$ cat src/rtl/bitport_mem_seq.sv
module bitport_mem_seq #(
  parameter int ADDR_W     = 16,
  parameter int ARRAY_AW   = 8,
  parameter int PAGE_AW    = 5,
  parameter int NVW_CYCLES = 200
) (
  input  logic clk,
  input  logic rst,
  input  logic ce_n,
  input  logic oe_n,
  input  logic we_n,
  input  logic wp_n,
  input  logic dq_in,
  output logic dq_out,
  output logic dq_en,
  output logic idle
);
  localparam int PAGE_BYTES = 1 << PAGE_AW;
  localparam int ARRAY_BYTES = 1 << ARRAY_AW;
  localparam int CW  = $clog2(NVW_CYCLES + 1);
  localparam int ACW = $clog2(ADDR_W + 1);

  typedef enum logic [1:0] {EV_NONE, EV_RD, EV_WR0, EV_WR1} ev_t;
  typedef enum logic [2:0] {S_IDLE, S_ADDR, S_LOADED, S_READ, S_DATA} st_t;
  typedef enum logic [1:0] {C_NONE, C_RD, C_WR} cls_t;

  logic [4:0] s1, s2;
  wire ce_s = s2[0];
  wire oe_s = s2[1];
  wire we_s = s2[2];
  wire dq_s = s2[3];
  wire wp_s = s2[4];

  always_ff @(posedge clk)
    if (rst) begin
      s1 <= '1;
      s2 <= '1;
    end else begin
      s1 <= {wp_n, dq_in, we_n, oe_n, ce_n};
      s2 <= s1;
    end

  cls_t cls, cls_q;
  logic wbit;
  ev_t  ev;

  always_comb begin
    cls = C_NONE;
    if (!ce_s && !we_s && oe_s) cls = C_WR;
    else if (!ce_s && !oe_s && we_s) cls = C_RD;
  end

  always_ff @(posedge clk)
    if (rst) begin
      cls_q <= C_NONE;
      wbit  <= 1'b0;
    end else begin
      cls_q <= cls;
      if (cls == C_WR) wbit <= dq_s;
    end

  always_comb begin
    ev = EV_NONE;
    if (cls_q != cls) begin
      if (cls_q == C_RD) ev = EV_RD;
      else if (cls_q == C_WR) ev = wbit ? EV_WR1 : EV_WR0;
    end
  end

  st_t st;
  ev_t h1, h2;
  logic [ACW-1:0] bcnt;
  logic [ADDR_W-1:0] addr;
  logic [7:0] sh;
  logic [7:0] pg [PAGE_BYTES];
  logic [PAGE_BYTES-1:0] pv;
  logic [PAGE_AW-1:0] poff;
  logic anyb, wel, busy;
  logic [CW-1:0] nvc;
  logic [7:0] mem [ARRAY_BYTES];

  wire ev_wr = (ev == EV_WR0) || (ev == EV_WR1);
  wire h1_wr = (h1 == EV_WR0) || (h1 == EV_WR1);
  wire ev_bit = (ev == EV_WR1);
  wire in_range = (addr[ADDR_W-1:ARRAY_AW] == '0);
  wire [7:0] rbyte = mem[addr[ARRAY_AW-1:0]];
  wire [PAGE_AW-1:0] cidx = nvc[PAGE_AW-1:0];
  wire commit = busy && (nvc < CW'(PAGE_BYTES)) && pv[cidx] && in_range;

  assign dq_en = ~ce_n & ~oe_n;
  assign idle  = (st == S_IDLE) && !busy;

  always_comb begin
    if (busy) dq_out = 1'b0;
    else if (in_range && (st == S_LOADED || (st == S_READ && h1 == EV_RD)))
      dq_out = rbyte[~bcnt[2:0]];
    else dq_out = 1'b1;
  end

  always_ff @(posedge clk) begin
    if (rst) begin
      st   <= S_IDLE;
      h1   <= EV_NONE;
      h2   <= EV_NONE;
      bcnt <= '0;
      addr <= '0;
      sh   <= '0;
      pv   <= '0;
      poff <= '0;
      anyb <= 1'b0;
      wel  <= 1'b0;
      busy <= 1'b0;
      nvc  <= '0;
    end else begin
      if (busy) begin
        st <= S_IDLE;
        h1 <= EV_NONE;
        h2 <= EV_NONE;
        if (nvc == CW'(NVW_CYCLES - 1)) begin
          busy <= 1'b0;
          nvc  <= '0;
          wel  <= 1'b0;
          pv   <= '0;
        end else nvc <= nvc + 1'b1;
      end else if (ev != EV_NONE) begin
        h1 <= ev;
        h2 <= h1;
        if (ev == EV_RD && h1 == EV_WR0 && h2 == EV_RD) begin
          st   <= S_ADDR;
          bcnt <= '0;
          pv   <= '0;
          anyb <= 1'b0;
          wel  <= 1'b1;
          h1   <= EV_NONE;
          h2   <= EV_NONE;
        end else if (ev_wr && h1_wr && h2 == EV_RD) begin
          st  <= S_IDLE;
          wel <= 1'b0;
        end else if (ev == EV_WR1 && h1 == EV_RD && st != S_DATA) begin
          st  <= S_IDLE;
          wel <= 1'b0;
        end else if (st == S_DATA && ev == EV_RD && h1 == EV_WR1 && h2 == EV_RD) begin
          if (wel && anyb && bcnt[2:0] == 3'd0) begin
            busy <= 1'b1;
            nvc  <= '0;
          end else wel <= 1'b0;
          st <= S_IDLE;
          h1 <= EV_NONE;
          h2 <= EV_NONE;
        end else if (st == S_DATA && ev == EV_RD && h1 == EV_RD) begin
          st  <= S_IDLE;
          wel <= 1'b0;
        end else if (!(ev_wr && h1 == EV_RD)) begin
          case (st)
            S_ADDR:
              if (ev_wr) begin
                addr <= {addr[ADDR_W-2:0], ev_bit};
                if (bcnt == ACW'(ADDR_W - 1)) begin
                  st   <= S_LOADED;
                  bcnt <= '0;
                end else bcnt <= bcnt + 1'b1;
              end
            S_LOADED:
              if (ev == EV_RD) begin
                st   <= S_READ;
                bcnt <= ACW'(1);
              end else begin
                st   <= S_DATA;
                sh   <= {7'd0, ev_bit};
                bcnt <= ACW'(1);
                poff <= addr[PAGE_AW-1:0];
              end
            S_READ:
              if (ev == EV_RD) begin
                if (bcnt[2:0] == 3'd7) begin
                  bcnt <= '0;
                  addr[ARRAY_AW-1:0] <= addr[ARRAY_AW-1:0] + 1'b1;
                end else bcnt <= bcnt + 1'b1;
              end
            S_DATA:
              if (ev_wr) begin
                sh <= {sh[6:0], ev_bit};
                if (bcnt[2:0] == 3'd7) begin
                  pg[poff] <= {sh[6:0], ev_bit};
                  pv[poff] <= 1'b1;
                  poff     <= poff + 1'b1;
                  anyb     <= 1'b1;
                  bcnt     <= '0;
                end else bcnt <= bcnt + 1'b1;
              end
            default: ;
          endcase
        end
      end
      if (!wp_s) wel <= 1'b0;
    end
  end

  always_ff @(posedge clk)
    if (commit) mem[{addr[ARRAY_AW-1:PAGE_AW], cidx}] <= pg[cidx];

endmodule

$ cat config.mk
export PLATFORM = sky130hd
export DESIGN_NAME = bitport_mem_seq
export DESIGN_NICKNAME = d
export VERILOG_FILES = /design/src/rtl/bitport_mem_seq.sv
export SDC_FILE = /design/constraint.sdc
export NUM_CORES = 2
export LEC_CHECK = 0
export BUFFER_PORTS_ARGS = -buffer_cell sky130_fd_sc_hd__buf_2
export CORE_UTILIZATION = 40
export DETAILED_ROUTE_END_ITERATION = 8
export GPL_ROUTABILITY_DRIVEN = 0
export PLACE_DENSITY = 0.56
export REMOVE_ABC_BUFFERS = 1
export SYNTH_ARGS = -nofsm -noshare
export SYNTH_HDL_FRONTEND = slang
export SYNTH_SLANG_ARGS = --single-unit
$ cat constraint.sdc
create_clock -name clk -period 4.8 [get_ports clk]
set_clock_uncertainty 0.1 [all_clocks]
set_input_delay 0.24 -clock clk [delete_from_list [all_inputs] [get_ports clk]]
set_output_delay 0.24 -clock clk [all_outputs]
set_load 0.02 [all_outputs]
==> impl_metrics.toml <==
[global_routing]
grt_max_degree = 156
grt_pass1_vias = 49000
grt_pass1_wl_um = 370000
grt_usage_pct = 21.4
overflow = 0
antenna_found_initial = 3

[floorplanning]
dieHeight_um = 490
design.die.area_um2 = 240000
core_area_um2 = 236000
start_util_pct = 40.4
core.rowCount = 178
dieWidth_um = 490
ioPinCount = 10

[final_layout]
layout.cells.non_filler = 8464
drive_above_1_share_pct = 24.2
nets = 5130
final_util_pct = 46.1
area.growth.synth_to_final_pct = 14.3

[sta]
finalHoldViolCount = 0
fin_crit_sh_pct = 100
fin_ws_ps = 1.88
whs_ps = 214
slew-limit-headroom_pct = 13.4
fin_crit_ps = 4800
finalSetupViolations = 0
max_freq_mhz = 208
rsz0062_at_grt = "no"
maxSlewViolCount = 0
worst_slew_pin_slew_ps = 1300

[pwr]
switching_power_mw = 8.14
p_int_mw = 33.1
powerDensity_nw_per_um2 = 378
total_power_mw = 41.2
irDropWorstVdd_uv = 433
power_frac_clock_pct = 44.8
pwr-share-comb_pct = 0.1
seqPwrFrac_pct = 55.1
p_leak_nw = 32.7
switching_share_pct = 19.8

[synth]
syn_area_um2 = 95300
synth_cells = 4818
synth_top_cell_area_share_pct = 72.6
syn_avg_cell_area_um2 = 19.8
yosys_warnings = 0
ys_seq_elements = 2413
synth_ff_type = "edfxtp_1"
synth_edf_count = 2304
synth_seq_area_share_pct = 74.9
yosys.area.top_type = "edfxtp_1"
synth_top_cells_by_area = "edfxtp_1 73%, mux4_2 12%, dfxtp_1 2.3%"
synthArstFlopShare_pct = 0
synth_cell_types = 75

[min_path]
hold_start = "rst"
hold_path_end = "h2[1]$_SDFFE_PP0N_"
hold_path_class = "in -> reg"
hold-path-cell-count = 4

[place]
io_buffers = 9
dp_hpwl_um = 157000
dpl.cell_count = 7962
dpl_worst_slack_ps = -284

[clock_network]
clock_tree.buffer_depth = 3
clk_latency_ps = 910
cts_buffers = 236
htree_levels = 4
tritoncts = "yes"
clock-sinks = 2413
clk_pin_slew_ps = 60
cts-root-buf = "clkbuf_16"

[critical_path]
cp-start-kind = "flop"
cp.arrival_ps = 4460
path_class = "reg -> out"
crit_fanout = 7
required_ps = 4460
r2r-start = "nvc[0]$_SDFFE_PP0P_"
reg2reg_slack_ps = 220
worstRegToRegCells = 8
end_kind = "output port"
reg2reg_to = "mem[150][1]$_DFFE_PP_"

[route]
route.met3.wl_um = 17500
dr_total_vias = 49400
wl_um = 258000
avgViaCountPerCell = 5.83
wl_per_cell_um = 30.5
wl_met2_um = 125000
first_pass_iters = 6
highest_layer = "met4"
final_antenna_net_count = 0
remaining_drc_errors = 0
met1_length_um = 110000
drt_first_iter_violations = 5351

[job]
maxCapViolCount = 0

[outcome]
status = "completed"
==> Yosys cell counts, types with 17 or more instances <==
master,count
a211oi_1,22
nor4_1,18
nor3_1,36
nand2_1,174
nor2b_1,21
buf_12,24
inv_1,18
nand3_1,53
o21ai_0,48
a22oi_1,64
clkbuf_8,23
o22ai_1,47
dfxtp_1,109
a221oi_1,19
edfxtp_1,2304
nor2_1,422
buf_6,25
o221ai_1,65
buf_4,26
buf_8,17
clkbuf_1,96
mux4_1,39
a21oi_1,142
mux2i_1,214
buf_2,60
mux4_2,488
==> layer usage <==
metal  vias to the layer above  track usage, %
met5                         -               0
met1                     26600            30.3
met4                         0            5.82
li1                      20400               -
met3                       359            3.44
met2                      1958            34.3
==> how the worst max path moves through the flow <==
| stage | endpoint | cells past startpoint |
|---|---|---|
| 5_1_grt | dq_out | 13 |
| 4_1_cts | dq_out | 12 |
| 2_1_floorplan | dq_out | 7 |
| 3_5_place_dp | dq_out | 13 |
| 6_report | dq_out | 13 |
| 3_3_place_gp | dq_out | 13 |
==> layout by cell type, fill, tap and decap left out, types with 12 or more instances in the layout <==
| master | n |
|---|---|
| a211oi_1 | 18 |
| a21oi_1 | 134 |
| clkinv_1 | 50 |
| inv_1 | 15 |
| o211ai_1 | 15 |
| a22oi_1 | 58 |
| buf_12 | 42 |
| dfxtp_1 | 100 |
| o21ai_0 | 43 |
| nor2b_1 | 18 |
| clkinv_2 | 41 |
| clkbuf_1 | 62 |
| nand3_1 | 49 |
| clkbuf_16 | 236 |
| edfxtp_1 | 2304 |
| buf_4 | 234 |
| nand2b_1 | 12 |
| o22ai_1 | 46 |
| nor2_1 | 417 |
| ha_1 | 14 |
| a221oi_1 | 12 |
| buf_6 | 19 |
| mux4_2 | 491 |
| mux2i_1 | 211 |
| bufinv_16 | 22 |
| a22o_1 | 16 |
| o221ai_1 | 63 |
| or2_2 | 14 |
| nand2_1 | 166 |
| nor3_1 | 30 |
| mux4_1 | 36 |
==> sequential cells by signal, summed over array words and instances (netlist names), named ones only <==
signal / count
mem: 2048
pg: 256
pv: 32
addr: 16
nvc: 8
sh: 7
bcnt: 5
poff: 5
s1: 5
s2: 5
st: 3
cls_q: 2
h1: 2
h2: 2
anyb: 1
busy: 1
wbit: 1
wel: 1
==> critical path: stages (launching register included) <==
cell	delay, ps
dfxtp_4	410
buf_12	180
buf_16	190
buf_4	240
buf_4	230
mux4_2	560
mux2i_2	320
o221ai_1	200
a21oi_1	180
o21ai_0	190
o211ai_1	220
a41o_1	270
a41oi_4	90
buf_12	210
==> what timing repair did <==
action / in CTS / in global routing
pin swaps: 21 / 5
resized for setup: 120 / 8
gates cloned: 11 / 0
buffers inserted: 38 / 0
endpoints found under the hold margin: 58 / 0
hold buffers: 11 / 0
endpoints found under the setup margin: 1 / 1
==> power groups by stage <==
stage	logic [mW]	clock network (mW)	registers (mW)
floorplan	0.00992	0	23.1
global placement	0.0234	0	23.1
detailed placement	0.0235	0	23.1
CTS	0.0303	18.7	22.7
global route	0.0329	19.5	22.7
finish	0.0300	18.5	22.7
==> logic make-up after synthesis <==
group                    synth area share [%]
multiplexers                             15.0
flip-flops                               74.9
AO/OA/AOI/OAI                            3.66
AND/OR/NAND/NOR                          3.80
adder cells (fa/ha/maj)                 0.184
buffers and inverters                    2.45
XOR/XNOR                               0.0276
==> through the flow <==
step | instance area [um2] | TNS, ps
floorplan | 93000 | -2307880
global placement | 99800 | -327
detailed placement | 99800 | -284
CTS | 109000 | 0
global route | 109000 | 0
finish | 109000 | 0
==> layout make-up <==
cell class	count	area (um2)
multi-input cells	2099	22200
flip-flops and latches	2413	71400
clock buffers	303	6210
well taps	3150	3940
diodes	2	5.00
fillers	19800	127000
inverters	21	93.8
repair buffers	338	3600
clock inverters	138	1500
No activity file was read; power rests on OpenSTA's default activity.
